===== config.mk =====
export PLATFORM = sky130hd
export DESIGN_NAME = irq_chain_ctrl
export DESIGN_NICKNAME = d
export VERILOG_FILES = /design/src/rtl/icc_pkg.sv /design/src/rtl/icc_request.sv /design/src/rtl/icc_service.sv /design/src/rtl/icc_ret_detect.sv /design/src/rtl/irq_chain_ctrl.sv
export SDC_FILE = /design/constraint.sdc
export NUM_CORES = 1
export LEC_CHECK = 0
export ABC_AREA = 1
export BUFFER_PORTS_ARGS = -buffer_cell sky130_fd_sc_hd__buf_2
export CAP_MARGIN = 15
export CELL_PAD_IN_SITES_DETAIL_PLACEMENT = 0
export CELL_PAD_IN_SITES_GLOBAL_PLACEMENT = 1
export CORE_ASPECT_RATIO = 1.75
export CORE_MARGIN = 3
export CORE_UTILIZATION = 33
export CTS_BUF_LIST = sky130_fd_sc_hd__clkbuf_2 sky130_fd_sc_hd__clkbuf_4 sky130_fd_sc_hd__clkbuf_8
export DETAILED_ROUTE_END_ITERATION = 10
export GPL_ROUTABILITY_DRIVEN = 0
export GPL_TIMING_DRIVEN = 0
export MAX_ROUTING_LAYER = met4
export PLACE_DENSITY = 0.83
export SLEW_MARGIN = 20
export SYNTH_ARGS = -nofsm -noshare
export SYNTH_HDL_FRONTEND = slang
export SYNTH_SLANG_ARGS = --single-unit

===== constraint.sdc =====
create_clock -name clk -period 1.2 [get_ports clk]
set_input_delay 0.06 -clock clk [delete_from_list [all_inputs] [get_ports clk]]
set_output_delay 0.06 -clock clk [all_outputs]
set_load 0.01 [all_outputs]

===== src/rtl/icc_pkg.sv =====
// Package: shared constants and types for the daisy-chain interrupt controller.
// Assumes the channel count is a power of two so the channel number fills
// the vector field exactly.
package icc_pkg;

    // Opcode bytes that make up the return-from-interrupt sequence.
    localparam logic [7:0] RET_LEAD  = 8'hED;
    localparam logic [7:0] RET_TRAIL = 8'h4D;

    // States of the return-sequence detector.
    typedef enum logic {
        RS_IDLE,
        RS_LEAD
    } ret_state_t;

endpackage


===== src/rtl/icc_request.sv =====
// Module: icc_request
// Collects terminal-count pulses into pending requests, one bit per channel.
// Assumes pulses are synchronous to clk. While m1_low is set, the pending
// bits may only be cleared; new arrivals wait in a side register and are
// merged once m1_low drops. Clears from the arbiter come only during M1.
module icc_request #(
    parameter int CH_N = 4
) (
    input  logic            clk,
    input  logic            rst_n,
    input  logic [CH_N-1:0] tc_pulse,
    input  logic [CH_N-1:0] irq_en,
    input  logic            m1_low,
    input  logic [CH_N-1:0] clr_mask,
    output logic [CH_N-1:0] pend
);

    logic [CH_N-1:0] arrive;
    logic [CH_N-1:0] held;

    // Keep only pulses from enabled channels.
    always_comb begin
        arrive = tc_pulse & irq_en;
    end

    // Update the pending and held-back bits, with the freeze during M1.
    always_ff @(posedge clk) begin
        if (!rst_n) begin
            pend <= '0;
            held <= '0;
        end else if (m1_low) begin
            pend <= pend & ~clr_mask;
            held <= held | arrive;
        end else begin
            pend <= (pend | held | arrive) & ~clr_mask;
            held <= '0;
        end
    end

endmodule


===== src/rtl/icc_service.sv =====
// Module: icc_service
// Selects the channel to answer and keeps the in-service bits.
// Assumes take and release never arrive in the same cycle, because an
// acknowledge and an opcode fetch are mutually exclusive bus cycles.
// A channel is eligible when it is pending and neither it nor any channel
// of higher priority (a lower index) is in service.
module icc_service #(
    parameter int CH_N = 4,
    localparam int CW  = $clog2(CH_N)
) (
    input  logic            clk,
    input  logic            rst_n,
    input  logic [CH_N-1:0] pend,
    input  logic            take,
    input  logic            release_one,
    output logic            hit,
    output logic [CW-1:0]   sel_ch,
    output logic [CH_N-1:0] clr_mask,
    output logic [CH_N-1:0] ins
);

    logic [CH_N-1:0] blocked;
    logic [CH_N-1:0] elig;
    logic [CH_N-1:0] sel_hot;
    logic [CH_N-1:0] rel_hot;

    // blocked[c] is set when channel c or any higher-priority channel is in service.
    for (genvar c = 0; c < CH_N; c++) begin : g_block
        assign blocked[c] = |ins[c:0];
    end

    // Eligible requests and whether any exist.
    always_comb begin
        elig = pend & ~blocked;
        hit  = |elig;
    end

    // Lowest-index eligible channel, as number and one-hot.
    always_comb begin
        sel_ch  = '0;
        sel_hot = '0;
        for (int c = CH_N - 1; c >= 0; c--) begin
            if (elig[c]) begin
                sel_ch  = CW'(c);
                sel_hot = CH_N'(1) << c;
            end
        end
    end

    // Lowest-index in-service channel, which is the one a return releases.
    always_comb begin
        rel_hot = '0;
        for (int c = CH_N - 1; c >= 0; c--) begin
            if (ins[c]) begin
                rel_hot = CH_N'(1) << c;
            end
        end
    end

    // Pending bit to clear when a vector is taken.
    always_comb begin
        clr_mask = take ? sel_hot : '0;
    end

    // Set a bit on a take, clear the top-priority bit on a release.
    always_ff @(posedge clk) begin
        if (!rst_n) begin
            ins <= '0;
        end else if (take) begin
            ins <= ins | sel_hot;
        end else if (release_one) begin
            ins <= ins & ~rel_hot;
        end
    end

endmodule


===== src/rtl/icc_ret_detect.sv =====
// Module: icc_ret_detect
// Watches opcode fetches for the two-byte return sequence.
// Assumes fetch_start is high for exactly one cycle per fetch, in the first
// cycle, and that data_in holds the opcode in that cycle. The lead byte is
// accepted only while iei is high. Any fetch after the lead byte sends the
// detector back to idle.
module icc_ret_detect
    import icc_pkg::*;
(
    input  logic       clk,
    input  logic       rst_n,
    input  logic       fetch_start,
    input  logic [7:0] data_in,
    input  logic       iei,
    output logic       release_one
);

    ret_state_t st;
    ret_state_t st_nx;

    // Next state and the release pulse.
    always_comb begin
        st_nx       = st;
        release_one = 1'b0;
        if (fetch_start) begin
            unique case (st)
                RS_IDLE: begin
                    if (data_in == RET_LEAD && iei) begin
                        st_nx = RS_LEAD;
                    end
                end
                RS_LEAD: begin
                    st_nx       = RS_IDLE;
                    release_one = (data_in == RET_TRAIL);
                end
                default: st_nx = RS_IDLE;
            endcase
        end
    end

    // State register.
    always_ff @(posedge clk) begin
        if (!rst_n) begin
            st <= RS_IDLE;
        end else begin
            st <= st_nx;
        end
    end

endmodule


===== src/rtl/irq_chain_ctrl.sv =====
// Module: irq_chain_ctrl (top)
// Daisy-chain interrupt priority controller for a four-channel peripheral.
// Assumes the bus strobes are synchronous to clk. The vector is taken in
// the first sampled cycle of an acknowledge and is driven from the next
// cycle until the acknowledge ends. ieo is combinational from iei, m1_n and
// internal state so the chain settles within a cycle.
module irq_chain_ctrl #(
    parameter int  CH_N = 4,
    localparam int CW   = $clog2(CH_N),
    localparam int BW   = 7 - CW
) (
    input  logic            clk,
    input  logic            rst_n,
    input  logic [CH_N-1:0] tc_pulse,
    input  logic [CH_N-1:0] irq_en,
    input  logic [BW-1:0]   vec_base,
    input  logic            m1_n,
    input  logic            iorq_n,
    input  logic            rd_n,
    input  logic [7:0]      data_in,
    input  logic            iei,
    output logic            ieo,
    output logic [7:0]      data_out,
    output logic            data_oe
);

    logic            m1_low;
    logic            ack_now;
    logic            fetch_now;
    logic            ack_q;
    logic            fetch_q;
    logic            take;
    logic            grant_q;
    logic [CW-1:0]   vec_ch;
    logic [CH_N-1:0] pend;
    logic [CH_N-1:0] ins;
    logic [CH_N-1:0] clr_mask;
    logic            hit;
    logic [CW-1:0]   sel_ch;
    logic            release_one;

    // Decode the bus cycle type from the strobes.
    always_comb begin
        m1_low    = !m1_n;
        ack_now   = m1_low && !iorq_n && rd_n;
        fetch_now = m1_low && !rd_n && iorq_n;
    end

    // Remember the previous cycle type so that starts can be detected.
    always_ff @(posedge clk) begin
        if (!rst_n) begin
            ack_q   <= 1'b0;
            fetch_q <= 1'b0;
        end else begin
            ack_q   <= ack_now;
            fetch_q <= fetch_now;
        end
    end

    // Answer at the start of an acknowledge if the chain allows it.
    always_comb begin
        take = ack_now && !ack_q && iei && hit;
    end

    // Hold the drive window and the chosen channel number.
    always_ff @(posedge clk) begin
        if (!rst_n) begin
            grant_q <= 1'b0;
            vec_ch  <= '0;
        end else if (!ack_now) begin
            grant_q <= 1'b0;
        end else if (take) begin
            grant_q <= 1'b1;
            vec_ch  <= sel_ch;
        end
    end

    // Data bus drive and vector assembly.
    always_comb begin
        data_oe  = grant_q && ack_now;
        data_out = data_oe ? {vec_base, vec_ch, 1'b0} : 8'h00;
    end

    // Pass the chain enable downstream.
    always_comb begin
        ieo = iei && (ins == '0) && !(m1_low && (pend != '0));
    end

    icc_request #(.CH_N(CH_N)) u_req (
        .clk      (clk),
        .rst_n    (rst_n),
        .tc_pulse (tc_pulse),
        .irq_en   (irq_en),
        .m1_low   (m1_low),
        .clr_mask (clr_mask),
        .pend     (pend)
    );

    icc_service #(.CH_N(CH_N)) u_svc (
        .clk         (clk),
        .rst_n       (rst_n),
        .pend        (pend),
        .take        (take),
        .release_one (release_one),
        .hit         (hit),
        .sel_ch      (sel_ch),
        .clr_mask    (clr_mask),
        .ins         (ins)
    );

    icc_ret_detect u_ret (
        .clk         (clk),
        .rst_n       (rst_n),
        .fetch_start (fetch_now && !fetch_q),
        .data_in     (data_in),
        .iei         (iei),
        .release_one (release_one)
    );

endmodule


==> metrics, run 1 <==
status=complete, but fails checks; failing checks=negative setup slack; hold crit path type=in2reg; RSZ-0062 raised after global routing=true; # fillers=296; post-route ant nets=0; Yosys top cell area share=0.381; reg2reg start=u_svc.ins[0]; first-pass GRT wire length=3770 microns; leak pwr=0.701 nW; number of clock sinks=18; hold path cells=3; fraction of registers with async set/reset=0; xor and xnor area share after synthesis=0; Area contributors post-synth=dfxtp_1, nand2_1, nor2_1; total die area=3570 sq um; Synth cell types=23; die width=46.4 microns; Hold WS=40.0 ps; clk slew on worst S/H paths=70 ps; # IOs=37; Pre-Repair DR Iteration Count=4; Buf/Inv on CP=1; Core Rows=25; r2r endpoint=vec_ch[0]; drt total wl=2240 microns; CTS H-tree lvls=1; Core Area=2720 sq um; Mapped Cells=144; Starting DRT DRC Count=18; vias after detailed routing=993; latest clock arrival within the worst-skew pair=260 ps; Final Hold Fails=0; largest family of logic cells by synthesized area=simple AND/OR/NAND/NOR gates; nets=214; top cells by count, synth=nand2_1, nor2_1, inv_1; Die H=76.8 microns; Worst R2R Path Depth=9; Port-buffer cells=35; Worst EP required=1140 ps; HPWL after DPL=1810 microns; cell area after layout=1280 sq um; largest net degree at the start of global routing=11; Layout area overhead=35.1%; complex-gate fraction of the synthesized area=0.0887; Simple-Gate Fraction of Synth Area=0.401; utilization after layout=0.469; Cell Pwr Density=1040 nW/um^2; CP max-delay cell=dfxtp_4; crit-path max FO=4; power after layout=1.33 mW; YS warnings=0; worst IR drop on VDD=0.000841 V; Worst Setup End Kind=output pin; count leader, synth=nand2_1; Post-DP Area=1150 sq um; post-synthesis adder-cell area fraction=0; Tcrit/Tclk final=1.01; syn nets=171; drc violations=0; worst hold start=irq_en[1]; share of cells above drive strength 1=0.366; post-synthesis cell area=945 sq um; Num CTS Buffers=3; Synth area leader=dfxtp_1; setup violation total in the final timing report=1; Tmin final=1210 ps; Mean Syn Cell Area=6.56 sq um; post-synthesis mux area share=0; wire per inst=10.5 microns; Max-Cap Viols=0; crit-path max cell delay=360 ps; top_reg_cell synth=dfxtp_1; hold_buf cts=0; initial antenna violation count=0; pre-CTS setup slack=33.4 ps; diode count=0; worst clock skew=3.56 ps; Crit Path Category=reg2out; CP top delay family=simple AND/OR/NAND/NOR gates; Post-synth EDFFs=0; Worst Hold Endpoint=u_req.held[1]; setup ws final=-10.7 ps; GRT overflow=0; Initial Util=0.347; register area share after synthesis=0.381; Startpoint Class=flop; Via density=4.66; synthesized flop and latch total=18; cell-by-cell trace of the critical path=nor2_4 -> nand2_2 -> nor3_2 -> buf_2; root buffer cell=clkbuf_8; CTS tree=yes; gr usage total=0.143; Critical Path AT=1150 ps; vias in the first global route=939; Final Max Tran Viols=0; clock buffer depth=2; Max Fclk=826 MHz; worst reg2reg setup slack=0 ps
power breakdown:
group          internal, mW  leakage (nW)  switching (mW)
Clock                 0.292        0.0288           0.220
Sequential            0.615         0.148          0.0134
Combinational        0.0844         0.524           0.107
cells in the final DEF, fill, tap and decap left out:
cell and n:
buf_2 36, nand2_2 8, o21ai_1 1, a31oi_1 1
nor2_4 5, nand2_1 25, a21oi_1 10, nand4_1 2
inv_2 1, dfxtp_2 1, dfxtp_1 16, clkinv_1 1
nor3_1 2, nand4_2 1, o21ai_0 3, clkbuf_8 4
nor3_2 2, nand3_1 3, nor2_2 1, nand2_4 1
buf_4 4, nor3b_1 1, dfxtp_4 1, inv_1 26
nand3_2 3, nor2_1 25, conb_1 1, o211ai_1 1
sequential cells by signal, summed over array words and instances (netlist names):
signal and flops:
vec_ch 2, u_req.pend 4, ack_q 1, u_req.held 4, u_ret.st 1, fetch_q 1, u_svc.ins 4, grant_q 1
worst max path at each step:
stage,cells past startpoint,to,slack [ps],start
2_1_floorplan,8,vec_ch[0],140,u_svc.ins[0]
3_3_place_gp,8,vec_ch[0],40,u_svc.ins[0]
3_5_place_dp,8,vec_ch[0],30,u_svc.ins[0]
4_1_cts,9,vec_ch[0],1,u_svc.ins[1]
5_1_grt,4,ieo,-80,u_svc.ins[0]
6_report,4,ieo,-10,u_svc.ins[0]
per-stage QoR:
stage	setup TNS, ps	std cells
after floorplan	0	144
after global placement	0	206
after detailed placement	0	206
after CTS	0	212
after global routing	-296	213
final	-10.7	213
layout make-up:
| cell class | instances | area, sq um | area share |
|---|---|---|---|
| multi-input combinational | 96 | 507 | 0.397 |
| tap | 27 | 33.8 | 0.0265 |
| buffer | 2 | 12.5 | 0.00980 |
| inverter | 28 | 105 | 0.0824 |
| clock buffer | 4 | 55.1 | 0.0431 |
| sequential | 18 | 365 | 0.286 |
| timing repair buffer | 38 | 198 | 0.155 |
kinds of logic (layout without fill, tap and decap cells):
group / after synthesis / count (layout)
flops: 18 / 18
compound gates: 16 / 16
simple gates: 79 / 79
buf+inv: 30 / 72
other cells: 1 / 1
layer usage:
layer	part of all wire	wire, microns	global-route usage
met1	0.38	857	0.146
met2	0.51	1130	0.244
met3	0.075	169	0.0282
met4	0.035	79	0.0655
met5	0	0	-
timing repair:
action,4_1_cts,5_1_grt
endpoints found under the hold margin,0,0
cloned,0,0
endpoints found under the setup margin,1,13
resized for setup,4,10
buffers inserted,2,1
pin swaps,1,2
worst min-delay path: cells and delay by family:
| kind | cells | cell delay [ps] |
|---|---|---|
| AND/OR/NAND/NOR | 1 | 70 |
| AO/OA/AOI/OAI | 1 | 60 |
| buffers and inverters | 1 | 70 |
Note: power is estimated with default switching activity, not from simulation.
==> run 2, diff against run 1 <==
--- a/config.mk
+++ b/config.mk
@@ -6,15 +6,14 @@
 export NUM_CORES = 1
 export LEC_CHECK = 0
 export ABC_AREA = 1
-export BUFFER_PORTS_ARGS = -buffer_cell sky130_fd_sc_hd__buf_2
 export CAP_MARGIN = 15
 export CELL_PAD_IN_SITES_DETAIL_PLACEMENT = 0
 export CELL_PAD_IN_SITES_GLOBAL_PLACEMENT = 1
-export CORE_ASPECT_RATIO = 1.75
 export CORE_MARGIN = 3
-export CORE_UTILIZATION = 33
+export CORE_UTILIZATION = 43
 export CTS_BUF_LIST = sky130_fd_sc_hd__clkbuf_2 sky130_fd_sc_hd__clkbuf_4 sky130_fd_sc_hd__clkbuf_8
 export DETAILED_ROUTE_END_ITERATION = 10
+export DONT_BUFFER_PORTS = 1
 export GPL_ROUTABILITY_DRIVEN = 0
 export GPL_TIMING_DRIVEN = 0
 export MAX_ROUTING_LAYER = met4
==> run 2 against run 1 <==
  * The run still ends with negative setup slack left
  * Clock skew fell by 2.3 ps
  * Hold slack improved by 2.2 ps
  * Utilization grew 16 points
  * Combinational power down 2%
  * Sequential power about the same
  * Die area down 22%
  * Critical endpoint unchanged
  * Routed wire length barely moved
==> metrics, run 2 (synthesized netlist as in run 1, its figures left out) <==
CTS H-tree lvls=1 (unchanged); setup ws final=-36.8 ps (-26.1 ps); Max-Cap Viols=0 (unchanged); die width=52.9 microns (+14%); wire per inst=11.6 microns (+10%); setup violation total in the final timing report=3 (+2); CTS tree=yes; Placed Cells=171 (-17%); # IOs=37 (unchanged); Core Rows=16 (-36%); Multi-input gate area=536 sq um (+5.7%); Port-buffer cells=0 (-100%); Hold WS=42.2 ps (+2.21 ps); vias after detailed routing=947 (-4.6%); Worst EP required=1140 ps (about the same); most common cell after layout, fill and taps aside=inv_1; vias in the first global route=839 (-11%); Final Hold Fails=0 (unchanged); worst clock skew=1.25 ps (-2.32 ps); Buf/Inv on CP=0 (-1); worst IR drop on VDD=0.000620 V (-26%); crit-path max FO=5 (+1); latest clock arrival within the worst-skew pair=290 ps (+30 ps); Starting DRT DRC Count=9 (-9); Num CTS Buffers=3 (unchanged); initial antenna violation count=0 (unchanged); Core Area=2020 sq um (-26%); post-route ant nets=0 (unchanged); Worst Setup End Kind=output pin; Startpoint Class=flop; Via density=4.91 (+5.3%); clock buffer depth=2 (unchanged); Critical Path AT=1180 ps (+30 ps); drt total wl=2240 microns (about the same); Tcrit/Tclk final=1.03 (+0.0218); Pre-Repair DR Iteration Count=4 (unchanged); drc violations=0 (unchanged); Tmin final=1240 ps (+26.1 ps); CP max-delay cell=dfxtp_4; most frequent cells in the layout=inv_1, nand2_1, nor2_1; share of cells above drive strength 1=0.235 (-0.131); Sequential cell area=365 sq um (unchanged); pre-CTS setup slack=43.1 ps (+9.73 ps); HPWL after DPL=1550 microns (-14%); # fillers=193 (-35%); GRT overflow=0 (unchanged); gr usage total=0.178 (+0.0349); number of clock sinks=18 (unchanged); total die area=2800 sq um (-22%); Layout area overhead=34.4%; Crit Path Category=reg2out; Final Max Tran Viols=0 (unchanged); diode count=0 (unchanged); nets=194 (-9.3%); utilization after layout=0.628 (+0.159); failing checks=negative setup slack; first-pass GRT wire length=3510 microns (-7.1%); Max Fclk=809 MHz (-2.1%); CP top delay family=simple AND/OR/NAND/NOR gates; root buffer cell=clkbuf_4; hold crit path type=in2reg; top flop regs=u_req.held: 4 flops, u_req.pend: 4 flops, u_svc.ins: 4 flops; Cell Pwr Density=935 nW/um^2 (-10%); clk slew on worst S/H paths=100 ps (+30 ps); leak pwr=0.598 nW (-15%); fin cells=193 (-9.4%); cell-by-cell trace of the critical path=nor2_4 -> nand2_2 -> nor3_4; largest net degree at the start of global routing=11 (unchanged); status=complete, but fails checks; Die H=52.9 microns (-31%); crit-path max cell delay=380 ps (+20 ps); RSZ-0062 raised after global routing=true; Initial Util=0.467 (+0.120)
## run 2: cell type report
cell class	count	share of cell area
Buffer	2	0.00985
Clock buffer	4	0.0286
Inverter	28	0.0828
Multi-Input combinational cell	96	0.422
Sequential cell	18	0.288
Tap cell	27	0.0266
Timing Repair Buffer	18	0.143
## run 2: metrics by stage
stage | TNS [ps] | area (sq um) | power, mW
after floorplan | 0 | 945 | 0.744
after global placement | 0 | 978 | 0.763
after detailed placement | 0 | 978 | 0.766
after CTS | -101 | 1210 | 1.20
after global routing | -342 | 1270 | 1.28
final | -50.8 | 1270 | 1.19
## run 2: power by group
group	switching, mW	internal [mW]
registers	0.0129	0.615
logic	0.0980	0.0892
clock network	0.187	0.185
total	0.298	0.889
## run 2: worst paths after layout
kind,start,to,slack [ps],depth (start not counted)
max,u_svc.ins[0],ieo,-40,3
min,data_in[5],u_ret.st,40,4
max reg2reg,u_svc.ins[0],u_svc.ins[3],-10,8
min reg2reg,u_req.held[0],u_req.held[0],460,2
## run 2: per-layer routing
layer,track usage,share of wire
met5,-,0
met4,0.0766,0.012
met3,0.0338,0.073
met2,0.298,0.48
met1,0.206,0.44
## run 2: tightest hold or removal path, delay by kind of cell
family / cells / cell delay (ps)
AND/OR/NAND/NOR: 3 / 180
AO/OA/AOI/OAI: 1 / 60
## run 2: repair_timing
action / 4_1_cts / 5_1_grt
hold buffers: 17 / 1
hold endpoints to repair: 9 / 1
buffers inserted: 1 / 0
resized for setup: 5 / 18
endpoints found under the setup margin: 8 / 14
pin swaps: 2 / 4
